[src/rtl/evs_pkg.sv]
// Shared constants and register offsets for the event scaler.
// Assumes a fixed four-channel layout: one byte of input mask per counter.
package evs_pkg;
    localparam int EVS_NCH = 4;
    localparam int EVS_NIN = 8;
    localparam int EVS_CW  = 32;

    typedef enum logic [2:0] {
        RA_CTRL  = 3'd0,
        RA_CMAP  = 3'd1,
        RA_LMAP  = 3'd2,
        RA_SMAP  = 3'd3,
        RA_LIVE  = 3'd4,
        RA_PEEK  = 3'd5,
        RA_OUT   = 3'd6,
        RA_LIMIT = 3'd7
    } reg_addr_e;

    localparam int CB_EMPTY = 0;
    localparam int CB_FULL  = 1;
    localparam int CB_THR   = 2;
    localparam int CB_RUN   = 3;
    localparam int CB_STOP  = 4;
    localparam int CB_LDCUR = 5;
    localparam int CB_LDBUF = 6;
    localparam int CB_SWLAT = 7;
    localparam int CB_OVF   = 8;
    localparam int CB_AUTO  = 12;
    localparam int SW_BIT   = 8;
endpackage

[src/rtl/evs_sync.sv]
// Multi-stage synchronizer bank for asynchronous event lines.
// Assumes every line is independent; no glitch filtering is done.
module evs_sync #(
    parameter int W      = 8,
    parameter int STAGES = 2
) (
    input  logic         clk,
    input  logic         rst_n,
    input  logic [W-1:0] d_i,
    output logic [W-1:0] q_o
);
    logic [W-1:0] stg [STAGES];

    // Shift each line through the register chain.
    always_ff @(posedge clk) begin
        if (!rst_n) begin
            for (int s = 0; s < STAGES; s++) stg[s] <= '0;
        end else begin
            stg[0] <= d_i;
            for (int s = 1; s < STAGES; s++) stg[s] <= stg[s-1];
        end
    end

    assign q_o = stg[STAGES-1];
endmodule

[src/rtl/evs_counter.sv]
// One event counter with programmable full-scale wrap and sticky overflow.
// Assumes inc_i is already gated by the run state; clr_i has priority.
module evs_counter #(
    parameter int CW = 32
) (
    input  logic          clk,
    input  logic          rst_n,
    input  logic          clr_i,
    input  logic          inc_i,
    input  logic [CW-1:0] limit_i,
    output logic [CW-1:0] count_o,
    output logic          ovf_o
);
    // Count, wrap at the full-scale value, clear on request.
    always_ff @(posedge clk) begin
        if (!rst_n || clr_i) begin
            count_o <= '0;
            ovf_o   <= 1'b0;
        end else if (inc_i) begin
            if (count_o == limit_i) begin
                count_o <= '0;
                ovf_o   <= 1'b1;
            end else begin
                count_o <= count_o + 1'b1;
            end
        end
    end

    AST_CLEAR_ZERO: assert property (@(posedge clk) disable iff (!rst_n)
        clr_i |=> (count_o == '0 && !ovf_o));
    AST_HOLD_IDLE: assert property (@(posedge clk) disable iff (!rst_n)
        (!clr_i && !inc_i) |=> $stable(count_o));
    AST_WRAP_FLAG: assert property (@(posedge clk) disable iff (!rst_n)
        (!clr_i && inc_i && count_o == limit_i) |=> (ovf_o && count_o == '0));
endmodule

[src/rtl/evs_snapfifo.sv]
// Circular buffer of counter snapshots with empty/full/threshold flags.
// Assumes a push while full is dropped even if a pop happens in the same cycle.
module evs_snapfifo #(
    parameter int W      = 128,
    parameter int DEPTH  = 8,
    parameter int THRESH = 4
) (
    input  logic         clk,
    input  logic         rst_n,
    input  logic         push_i,
    input  logic [W-1:0] data_i,
    input  logic         pop_i,
    output logic [W-1:0] head_o,
    output logic         empty_o,
    output logic         full_o,
    output logic         thr_o
);
    localparam int AW   = (DEPTH > 1) ? $clog2(DEPTH) : 1;
    localparam int CNTW = $clog2(DEPTH + 1);
    localparam logic [AW-1:0]   LAST  = AW'(DEPTH - 1);
    localparam logic [CNTW-1:0] DFULL = CNTW'(DEPTH);
    localparam logic [CNTW-1:0] DTHR  = CNTW'(THRESH);

    logic [W-1:0]    mem [DEPTH];
    logic [AW-1:0]   wr_ptr, rd_ptr;
    logic [CNTW-1:0] fill;
    logic            do_push, do_pop;

    assign empty_o = (fill == '0);
    assign full_o  = (fill == DFULL);
    assign thr_o   = (fill >= DTHR);
    assign do_push = push_i && !full_o;
    assign do_pop  = pop_i && !empty_o;
    assign head_o  = mem[rd_ptr];

    // Store an accepted snapshot at the write position.
    always_ff @(posedge clk) begin
        if (do_push) mem[wr_ptr] <= data_i;
    end

    // Advance the pointers and track the fill level.
    always_ff @(posedge clk) begin
        if (!rst_n) begin
            wr_ptr <= '0;
            rd_ptr <= '0;
            fill   <= '0;
        end else begin
            if (do_push) wr_ptr <= (wr_ptr == LAST) ? '0 : wr_ptr + 1'b1;
            if (do_pop)  rd_ptr <= (rd_ptr == LAST) ? '0 : rd_ptr + 1'b1;
            fill <= fill + CNTW'(do_push) - CNTW'(do_pop);
        end
    end

    AST_FILL_BOUND: assert property (@(posedge clk) disable iff (!rst_n)
        fill <= DFULL);
    AST_DROP_FULL: assert property (@(posedge clk) disable iff (!rst_n)
        (push_i && full_o && !pop_i) |=> full_o);
    AST_POP_EMPTY: assert property (@(posedge clk) disable iff (!rst_n)
        (pop_i && empty_o && !push_i) |=> empty_o);
endmodule

[src/rtl/evt_scaler.sv]
// Mapped four-channel event scaler with a pipelined Wishbone slave port.
// Assumes NUM_IN <= 8 (one map byte per counter) and CNT_W <= 32.
module evt_scaler
    import evs_pkg::*;
#(
    parameter int NUM_IN      = EVS_NIN,
    parameter int CNT_W       = EVS_CW,
    parameter int BUF_DEPTH   = 8,
    parameter int BUF_THRESH  = 4,
    parameter int SYNC_STAGES = 2
) (
    input  logic              clk,
    input  logic              rst_n,
    input  logic              wb_cyc_i,
    input  logic              wb_stb_i,
    input  logic              wb_we_i,
    input  logic [2:0]        wb_adr_i,
    input  logic [31:0]       wb_dat_i,
    output logic [31:0]       wb_dat_o,
    output logic              wb_ack_o,
    output logic              wb_stall_o,
    input  logic [NUM_IN-1:0] ev_in_i
);
    localparam int NCH  = EVS_NCH;
    localparam int NGRP = NCH + 2;
    localparam int GLAT = NCH;
    localparam int GRUN = NCH + 1;
    localparam int PW   = $clog2(NCH);
    localparam int SW   = NCH * CNT_W;

    function automatic logic [31:0] cmap_default();
        logic [31:0] r = '0;
        for (int n = 0; n < NCH; n++) r[8*n + n] = 1'b1;
        return r;
    endfunction

    // Bus decode
    logic acc, wr, rd, ctrl_wr;
    assign acc     = wb_cyc_i && wb_stb_i;
    assign wr      = acc && wb_we_i;
    assign rd      = acc && !wb_we_i;
    assign ctrl_wr = wr && (wb_adr_i == RA_CTRL);
    assign wb_stall_o = 1'b0;

    // Configuration state
    logic [31:0]      cmap;
    logic [8:0]       lmap, smap;
    logic [CNT_W-1:0] limit_q;
    logic             auto_ld, running;

    // Commands decoded from a control write
    logic cnt_clr, sw_start, sw_stop, sw_latch, ld_cur, ld_buf;
    assign cnt_clr  = ctrl_wr && wb_dat_i[CB_EMPTY];
    assign sw_start = ctrl_wr && wb_dat_i[CB_RUN]   && smap[SW_BIT];
    assign sw_stop  = ctrl_wr && wb_dat_i[CB_STOP]  && smap[SW_BIT];
    assign sw_latch = ctrl_wr && wb_dat_i[CB_SWLAT] && lmap[SW_BIT];
    assign ld_cur   = ctrl_wr && wb_dat_i[CB_LDCUR];
    assign ld_buf   = ctrl_wr && wb_dat_i[CB_LDBUF];

    // Synchronized lines and mapped edge detection
    logic [NUM_IN-1:0] sin;
    logic [NUM_IN-1:0] sel [NGRP];
    logic [NGRP-1:0]   lvl, lvl_q, rise;

    evs_sync #(.W(NUM_IN), .STAGES(SYNC_STAGES)) u_sync (
        .clk(clk), .rst_n(rst_n), .d_i(ev_in_i), .q_o(sin)
    );

    for (genvar g = 0; g < NCH; g++) begin : g_cmask
        assign sel[g] = cmap[8*g +: NUM_IN];
    end
    assign sel[GLAT] = lmap[NUM_IN-1:0];
    assign sel[GRUN] = smap[NUM_IN-1:0];

    for (genvar g = 0; g < NGRP; g++) begin : g_edge
        assign lvl[g]  = |(sin & sel[g]);
        assign rise[g] = lvl[g] && !lvl_q[g];
    end

    // Remember the previous level of every mapped OR group.
    always_ff @(posedge clk) begin
        if (!rst_n) lvl_q <= '0;
        else        lvl_q <= lvl;
    end

    // Counters
    logic [NCH-1:0][CNT_W-1:0] cnt;
    logic [NCH-1:0]            ovf;
    for (genvar n = 0; n < NCH; n++) begin : g_cnt
        evs_counter #(.CW(CNT_W)) u_cnt (
            .clk(clk), .rst_n(rst_n), .clr_i(cnt_clr),
            .inc_i(running && rise[n]), .limit_i(limit_q),
            .count_o(cnt[n]), .ovf_o(ovf[n])
        );
    end

    // Snapshot buffer
    logic                      latch_ev, f_empty, f_full, f_thr;
    logic [SW-1:0]             head_flat;
    logic [NCH-1:0][CNT_W-1:0] head;
    assign latch_ev = rise[GLAT] || sw_latch;
    assign head     = head_flat;

    evs_snapfifo #(.W(SW), .DEPTH(BUF_DEPTH), .THRESH(BUF_THRESH)) u_fifo (
        .clk(clk), .rst_n(rst_n), .push_i(latch_ev), .data_i(cnt),
        .pop_i(ld_buf), .head_o(head_flat),
        .empty_o(f_empty), .full_o(f_full), .thr_o(f_thr)
    );

    // Register writes and the running state.
    always_ff @(posedge clk) begin
        if (!rst_n) begin
            cmap    <= cmap_default();
            lmap    <= 9'h010;
            smap    <= 9'h080;
            limit_q <= '1;
            auto_ld <= 1'b0;
            running <= 1'b0;
        end else begin
            if (wr) begin
                case (wb_adr_i)
                    RA_CTRL:  auto_ld <= wb_dat_i[CB_AUTO];
                    RA_CMAP:  cmap    <= wb_dat_i;
                    RA_LMAP:  lmap    <= wb_dat_i[8:0];
                    RA_SMAP:  smap    <= wb_dat_i[8:0];
                    RA_LIMIT: limit_q <= wb_dat_i[CNT_W-1:0];
                    default: ;
                endcase
            end
            if (sw_stop)        running <= 1'b0;
            else if (sw_start)  running <= 1'b1;
            else if (rise[GRUN]) running <= !running;
        end
    end

    // Output holding register and the three read positions.
    logic [NCH-1:0][CNT_W-1:0] outr;
    logic [PW-1:0]             optr, lptr, pptr;
    logic                      out_live, out_buf;
    assign out_live = ld_cur || (auto_ld && latch_ev);
    assign out_buf  = ld_buf && !f_empty;

    always_ff @(posedge clk) begin
        if (!rst_n) begin
            outr <= '0;
            optr <= '0;
            lptr <= '0;
            pptr <= '0;
        end else begin
            if (out_live) begin
                outr <= cnt;
                optr <= '0;
            end else if (out_buf) begin
                outr <= head;
                optr <= '0;
            end else if (rd && wb_adr_i == RA_OUT) begin
                optr <= optr + 1'b1;
            end
            if (cnt_clr)                      lptr <= '0;
            else if (rd && wb_adr_i == RA_LIVE) lptr <= lptr + 1'b1;
            if (out_buf)                      pptr <= '0;
            else if (rd && wb_adr_i == RA_PEEK) pptr <= pptr + 1'b1;
        end
    end

    // Read data mux, registered with the acknowledge.
    logic [31:0] rdata, ctrl_word;
    always_comb begin
        ctrl_word = '0;
        ctrl_word[CB_EMPTY] = f_empty;
        ctrl_word[CB_FULL]  = f_full;
        ctrl_word[CB_THR]   = f_thr;
        ctrl_word[CB_RUN]   = running;
        ctrl_word[CB_OVF +: NCH] = ovf;
        ctrl_word[CB_AUTO]  = auto_ld;
        case (wb_adr_i)
            RA_CTRL:  rdata = ctrl_word;
            RA_CMAP:  rdata = cmap;
            RA_LMAP:  rdata = {23'd0, lmap};
            RA_SMAP:  rdata = {23'd0, smap};
            RA_LIVE:  rdata = 32'(cnt[lptr]);
            RA_PEEK:  rdata = f_empty ? 32'd0 : 32'(head[pptr]);
            RA_OUT:   rdata = 32'(outr[optr]);
            default:  rdata = 32'(limit_q);
        endcase
    end

    // Acknowledge every accepted request one cycle later.
    always_ff @(posedge clk) begin
        if (!rst_n) begin
            wb_ack_o <= 1'b0;
            wb_dat_o <= '0;
        end else begin
            wb_ack_o <= acc;
            wb_dat_o <= rd ? rdata : 32'd0;
        end
    end

    AST_ACK_NEXT: assert property (@(posedge clk) disable iff (!rst_n)
        acc |=> wb_ack_o);
    AST_ACK_ONLY_REQ: assert property (@(posedge clk) disable iff (!rst_n)
        !acc |=> !wb_ack_o);
    AST_STOP_WINS: assert property (@(posedge clk) disable iff (!rst_n)
        sw_stop |=> !running);
    AST_LOAD_RESTART: assert property (@(posedge clk) disable iff (!rst_n)
        (out_live || out_buf) |=> (optr == '0));
    AST_EMPTY_POP_HOLD: assert property (@(posedge clk) disable iff (!rst_n)
        (ld_buf && f_empty && !out_live) |=> $stable(outr));
endmodule

[config.mk]
export PLATFORM = sky130hd
export DESIGN_NAME = evt_scaler
export DESIGN_NICKNAME = d
export VERILOG_FILES = /design/src/rtl/evs_pkg.sv /design/src/rtl/evs_sync.sv /design/src/rtl/evs_counter.sv /design/src/rtl/evs_snapfifo.sv /design/src/rtl/evt_scaler.sv
export SDC_FILE = /design/constraint.sdc
export NUM_CORES = 2
export LEC_CHECK = 0
export BUFFER_PORTS_ARGS = -buffer_cell sky130_fd_sc_hd__buf_2
export CAP_MARGIN = 20
export CORE_MARGIN = 10
export CORE_UTILIZATION = 45
export CTS_CLUSTER_DIAMETER = 50
export CTS_CLUSTER_SIZE = 10
export DETAILED_ROUTE_END_ITERATION = 10
export GPL_TIMING_DRIVEN = 0
export PLACE_DENSITY = 0.61
export SLEW_MARGIN = 20
export SYNTH_ARGS = -nofsm -noshare
export SYNTH_HDL_FRONTEND = slang
export SYNTH_SLANG_ARGS = --single-unit
[constraint.sdc]
create_clock -name clk -period 22.1 [get_ports clk]
set_input_delay 1.105 -clock clk [delete_from_list [all_inputs] [get_ports clk]]
set_output_delay 1.105 -clock clk [all_outputs]
set_load 0.01 [all_outputs]
* After elaboration in Yosys (flattened, before gate mapping)
Memory sizes are Yosys's and may differ from the RTL's. A register that Yosys moved wholly into a read port is not among the register bits.
Index checks and enable logic that the tools add are counted.
** Operators by class
- Add/sub/neg operators :: 11
- Magnitude comparators :: 4
- Equal/unequal tests :: 14
- Mux-type cells :: 26
- Bitwise logic cells :: 9
- Reduce and logical (&&, ||, !) cells :: 67
** Operators by type and width (number)
- 128-bit 2-to-1 mux :: 2
- 32-bit 2-to-1 mux :: 8
- 32-bit case mux with 7 select lines :: 1
- 32-bit binary-select mux with 2-bit select :: 3
- 32-bit by 1-bit adder with 32-bit output, second input constant :: 4
- 32-bit == test :: 4
- 8-bit bitwise AND :: 6
- 8-bit OR reduction :: 6
- 1-bit logical AND :: 29
- 2-bit AND reduction :: 10
- 3-bit == test, second input constant :: 6
- 8-bit 2-to-1 mux :: 2
- 3-bit 2-to-1 mux :: 4
- 1-bit logical NOT :: 11
- 2-bit by 3-bit < comparator with 1-bit output, second input constant :: 3
- 2-bit by 1-bit adder with 2-bit output, second input constant :: 3
- 3-bit by 1-bit adder with 3-bit output, second input constant :: 2
- 3-bit by 2-bit == test with 1-bit output, second input constant :: 2
- 1-bit 2-to-1 mux :: 6
- 2-bit OR reduction :: 3
- 4-bit by 1-bit adder with 4-bit output :: 1
- 4-bit == test, second input constant :: 1
- 4-bit by 3-bit greater-or-equal comparator with 1-bit output, second input constant :: 1
- 4-bit logical NOT :: 1
- 8 further kinds :: 12
** Word-level totals
- Flip-flop bits (word level) :: 399
- RAM bits :: 1040
- Output and inout bits :: 34
- Word-level logic and storage cells :: 160
- Memories kept :: 2
** Memory list
- u_fifo.mem :: words 8, bits a word 128, read ports 1, clocked after Yosys merged registers in 1, write ports 1, line evs_snapfifo.sv:24 : logic [W-1:0] mem [DEPTH];
- u_sync.stg :: words 2, bits a word 8, read ports 2, clocked after Yosys merged registers in 0, write ports 2, line evs_sync.sv:12 : logic [W-1:0] stg [STAGES];

* Logic depth before layout (Yosys ltp)
- Depth in word-level cells :: 9
- Mapped depth :: 14
- Mapped depth without buffers :: 12

* Cells and area by module
A second synthesis with hierarchy kept.
** Second synthesis, totals
- Cells, all modules :: 3884
- Area, all modules :: 61829.3 um^2
** By module, submodules not included
- evs_snapfifo :: times used 1, cells an instance 1559, area each 39640.5 um^2, sequential area each 31009.7 um^2
- evt_scaler :: times used 1, cells an instance 1476, area each 14335.0 um^2, sequential area each 5144.9 um^2
- evs_counter :: times used 4, cells an instance 202, area each 1836.8 um^2, sequential area each 660.6 um^2
- evs_sync :: times used 1, cells an instance 41, area each 506.7 um^2, sequential area each 320.3 um^2

* Least setup slack after synthesis
OpenSTA, ideal clock, no wires.
- Kind :: in2reg
- From :: input wb_adr_i[2]
- To :: memory u_fifo.mem[1][0], enable pin
- Setup time :: 0.974 ns
- Arrival :: 14.966 ns
- Required time :: 21.126 ns
- Setup slack :: 6.160 ns
- Stages :: 4
- Buffers on the path :: 0
- Cells stage by stage :: nor4b_2 -> and4_1 -> o21ai_1 -> nor4b_1
** Between the ends
- Longest elaborated chain between the ends :: 8
** Ends and longest elaborated chain
- start: declaration :: line evt_scaler.sv:17 : input logic [2:0] wb_adr_i,
- 3-bit logical NOT :: line evt_scaler.sv:42 : assign ctrl_wr = wr && (wb_adr_i == RA_CTRL);
- 1-bit logical AND :: line evt_scaler.sv:42
- 1-bit logical AND (2 in series) :: line evt_scaler.sv:56 : assign sw_latch = ctrl_wr && wb_dat_i[CB_SWLAT] && lmap[SW_BIT];
- 1-bit logical OR :: line evt_scaler.sv:101 : assign latch_ev = rise[GLAT] || sw_latch;
- 1-bit logical AND :: line evs_snapfifo.sv:32 : assign do_push = push_i && !full_o;
- 1-bit 2-to-1 mux :: line evs_snapfifo.sv:38 : if (do_push) mem[wr_ptr] <= data_i;
- 1-bit 2-to-1 mux (implied by the code) :: line evs_snapfifo.sv:38
- end: declaration :: line evs_snapfifo.sv:24
No other way between the ends.

==> results.toml <==
[sta]
drv_slew = 0
holdWs_ns = 0.431
rsz0062_at_grt = "no"
slew_headroom_pct = 17.9
setup_viol = 0
tns_ns = 0
worst_pin_slew_ns = 1.23
timing.fmax_mhz = 175
hold_violations = 0
clock_skew_ns = 0.0307
period_minus_slack_ns = 5.70
fin_ws_ns = 16.40
finalCritPeriodShare_pct = 25.8

[cts]
clk_latency_ns = 0.81
root_buffer = "clkbuf_16"
cts_max_path_buffers = 3
cts_buffers = 178
cts.sinks = 1442
htreeDepth = 4
cts_resized = 0
cts_tree = "built"
clk_pin_slew_ns = 0.05
holdBufCountCts = 0
postCtsSetupBuffers = 0

[floorplan]
chipHeight_um = 389
fp-row-count = 135
die_w_um = 389
pin_count = 82
die-area_mm2 = 0.152
start_util_pct = 45.3
fp.coreArea_mm2 = 0.135

[global_routing]
met3_usage_pct = 7.58
grt.total_usage_pct = 29.7
grt_pass1_vias = 40400
antenna_found_initial = 12
grt_overflow = 0
grt_util_met1_pct = 39.9
use_met2_pct = 44.6
grt_pass1_wl_mm = 319
busiest_layer = "met2"
grt_max_degree = 20

[synthesis]
synth_seq_cells = 1442
syn_inst = 4361
syn_area_mm2 = 0.0614
synth_flop_cell = "edfxtp_1"
synth_warnings = 0
syn_nets = 4425
ys_types = 75
synth_edf_count = 1024
synth-async-reset-ratio_pct = 0
synth_area_per_cell_um2 = 14.1
yosysSeqAreaShare_pct = 63.7

[worst_setup_path]
crit_path_end_kind = "flip-flop"
cp.required_ns = 22.60
crit_type = "flip-flop to flip-flop"
startpoint_type = "flip-flop"
cp_max_fo = 9
arrival_ns = 6.20
r2r_slack_ns = 16.40
r2r_cells = 15

[hold_path]
whs_path_depth = 1
hp-class = "flip-flop to flip-flop"

[routing]
vias = 42200
drc = 0
firstDrtPassIters = 5
via_per_inst = 6.28
drt-total-wl_mm = 230
wire_per_inst_um = 34.3
drtAntennaViolNets = 0
drt_iter0_drc = 5756

[place]
gp_congestion = 1.04
placed_area_mm2 = 0.0655
dp_cells = 6405
dp_slack_ns = 16.37
port_buffers = 80
place_hpwl_mm = 173

[final_layout]
fin_nets = 4868
area_growth_syn_to_layout_pct = 15.6
postLayoutCoreUtil_pct = 52.4
layout.cells.non_filler = 6719
n_fill_cell = 11400
drive_gt1_share_pct = 20.5
design_area_mm2 = 0.0710

[status]
status = "completed"

[power]
peakVddDrop_mv = 0.0728
p_leak_nw = 23.8
fin_total_pwr_mw = 5.80
pwr_density_cell_mw_per_mm2 = 81.7

[flow_run]
cap_violations = 0
[area by class of cell]
| type | instances | area (um^2) | share of cell area (%) |
|---|---|---|---|
| diodes | 6 | 15.0 | 0.0211 |
| multi-input cells | 2530 | 20500 | 28.9 |
| well taps | 1781 | 2230 | 3.14 |
| clock inverters | 38 | 504 | 0.710 |
| repair buffers | 263 | 1810 | 2.54 |
| plain buffers | 365 | 1770 | 2.50 |
| clock buffers | 270 | 4950 | 6.98 |
| flip-flops and latches | 1442 | 39100 | 55.1 |
| inverters | 24 | 90.1 | 0.127 |
[synthesized netlist by cell type, types with 6 or more instances]
library cell / instances / share of area (%)
edfxtp_1: 1024 / 50
nand2_1: 421 / 2.6
dfxtp_1: 418 / 14
mux4_2: 235 / 8.6
a21oi_1: 217 / 1.8
clkbuf_1: 212 / 1.3
mux2i_1: 210 / 3.4
nor2_1: 150 / 0.92
xor2_1: 146 / 2.1
nand3_1: 125 / 1.0
mux2_2: 124 / 2.3
a22oi_1: 93 / 1.1
xnor2_1: 90 / 1.3
nor3_1: 89 / 0.73
buf_2: 77 / 0.63
o21ai_0: 68 / 0.55
nand4_1: 62 / 0.63
nor4_1: 56 / 0.57
o211ai_1: 53 / 0.65
o22ai_1: 45 / 0.46
a311oi_1: 35 / 0.50
and2_1: 35 / 0.36
or4_1: 27 / 0.33
a211oi_1: 25 / 0.31
buf_1: 25 / 0.15
buf_4: 25 / 0.31
and3_1: 23 / 0.23
inv_1: 21 / 0.13
and4_1: 17 / 0.24
or3_1: 17 / 0.17
buf_6: 15 / 0.28
ha_1: 15 / 0.31
nand2b_1: 15 / 0.15
o31ai_1: 14 / 0.17
a22o_1: 12 / 0.17
nor2b_1: 12 / 0.12
o221a_2: 11 / 0.20
a211o_1: 10 / 0.14
nor3b_1: 10 / 0.12
nor4b_1: 7 / 0.10
nand3b_1: 6 / 0.073
[worst paths after layout]
check / startpoint / endpoint
worst min register to register: u_sync.stg[0][2]$_SDFF_PN0_ / u_sync.stg[0][10]$_SDFF_PN0_
worst max-delay path: u_sync.stg[0][8]$_SDFF_PN0_ / u_fifo.mem[0][17]$_DFFE_PP_
worst max register to register: u_sync.stg[0][8]$_SDFF_PN0_ / u_fifo.mem[0][17]$_DFFE_PP_
worst min-delay path: u_sync.stg[0][2]$_SDFF_PN0_ / u_sync.stg[0][10]$_SDFF_PN0_
[critical path: stages (launching register included)]
cell and delay, ns:
dfxtp_1 0.63, a22oi_1 0.20, a41oi_1 0.84, o21ai_1 0.51, nor4_2 0.74, buf_2 0.35, buf_2 0.26, buf_4 0.19
buf_2 0.21, buf_4 0.20, buf_2 0.21, buf_4 0.18, buf_4 0.16, buf_2 0.21, buf_2 0.26, buf_4 0.20
[placed cells by master, fill, tap and decap left out, types with 55 or more instances in the layout]
cell       synthesis  routed
a21oi_1          217     216
a22oi_1           93      93
buf_2             77     220
buf_4             25     116
clkbuf_1         212     292
clkbuf_16          0     182
dfxtp_1          418     418
edfxtp_1        1024    1024
mux2_2           124     124
mux2i_1          210     210
mux4_2           235     235
nand2_1          421     421
nand3_1          125     125
nand4_1           62      62
nor2_1           150     149
nor3_1            89      86
nor4_1            56      55
o21ai_0           68      68
xnor2_1           90      90
xor2_1           146     146
[kinds of logic after synthesis]
group / Yosys count / share of synthesized area [%]
buffers and inverters: 389 / 3.03
multiplexers: 570 / 14.4
AO/OA/AOI/OAI: 619 / 6.61
flip-flops: 1442 / 63.7
adder cells (fa/ha/maj): 16 / 0.338
other: 1 / 0.00611
AND/OR/NAND/NOR: 1088 / 8.59
XOR/XNOR: 236 / 3.37
[state kept, by name, summed over array words and instances, names as in the netlist, 16 cells and up, named ones only]
signal	flops
u_fifo.mem	1024
wb_dat_o	32
limit_q	32
outr	128
g_cnt.u_cnt.count_o	128
cmap	32
u_sync.stg	16
[per-layer routing]
| layer | routed length (um) | up-vias |
|---|---|---|
| met5 | 22 | - |
| met4 | 13300 | 4 |
| met3 | 23800 | 505 |
| met2 | 101000 | 2469 |
| met1 | 92300 | 21600 |
| li1 | - | 17600 |
[where the power goes]
part	switching (mW)	total [mW]	internal [mW]
clock	1.13	2.76	1.63
sequential	0.00925	2.89	2.88
combinational	0.105	0.149	0.0442
total	1.25	5.80	4.55
(Power assumes the default switching activity.)
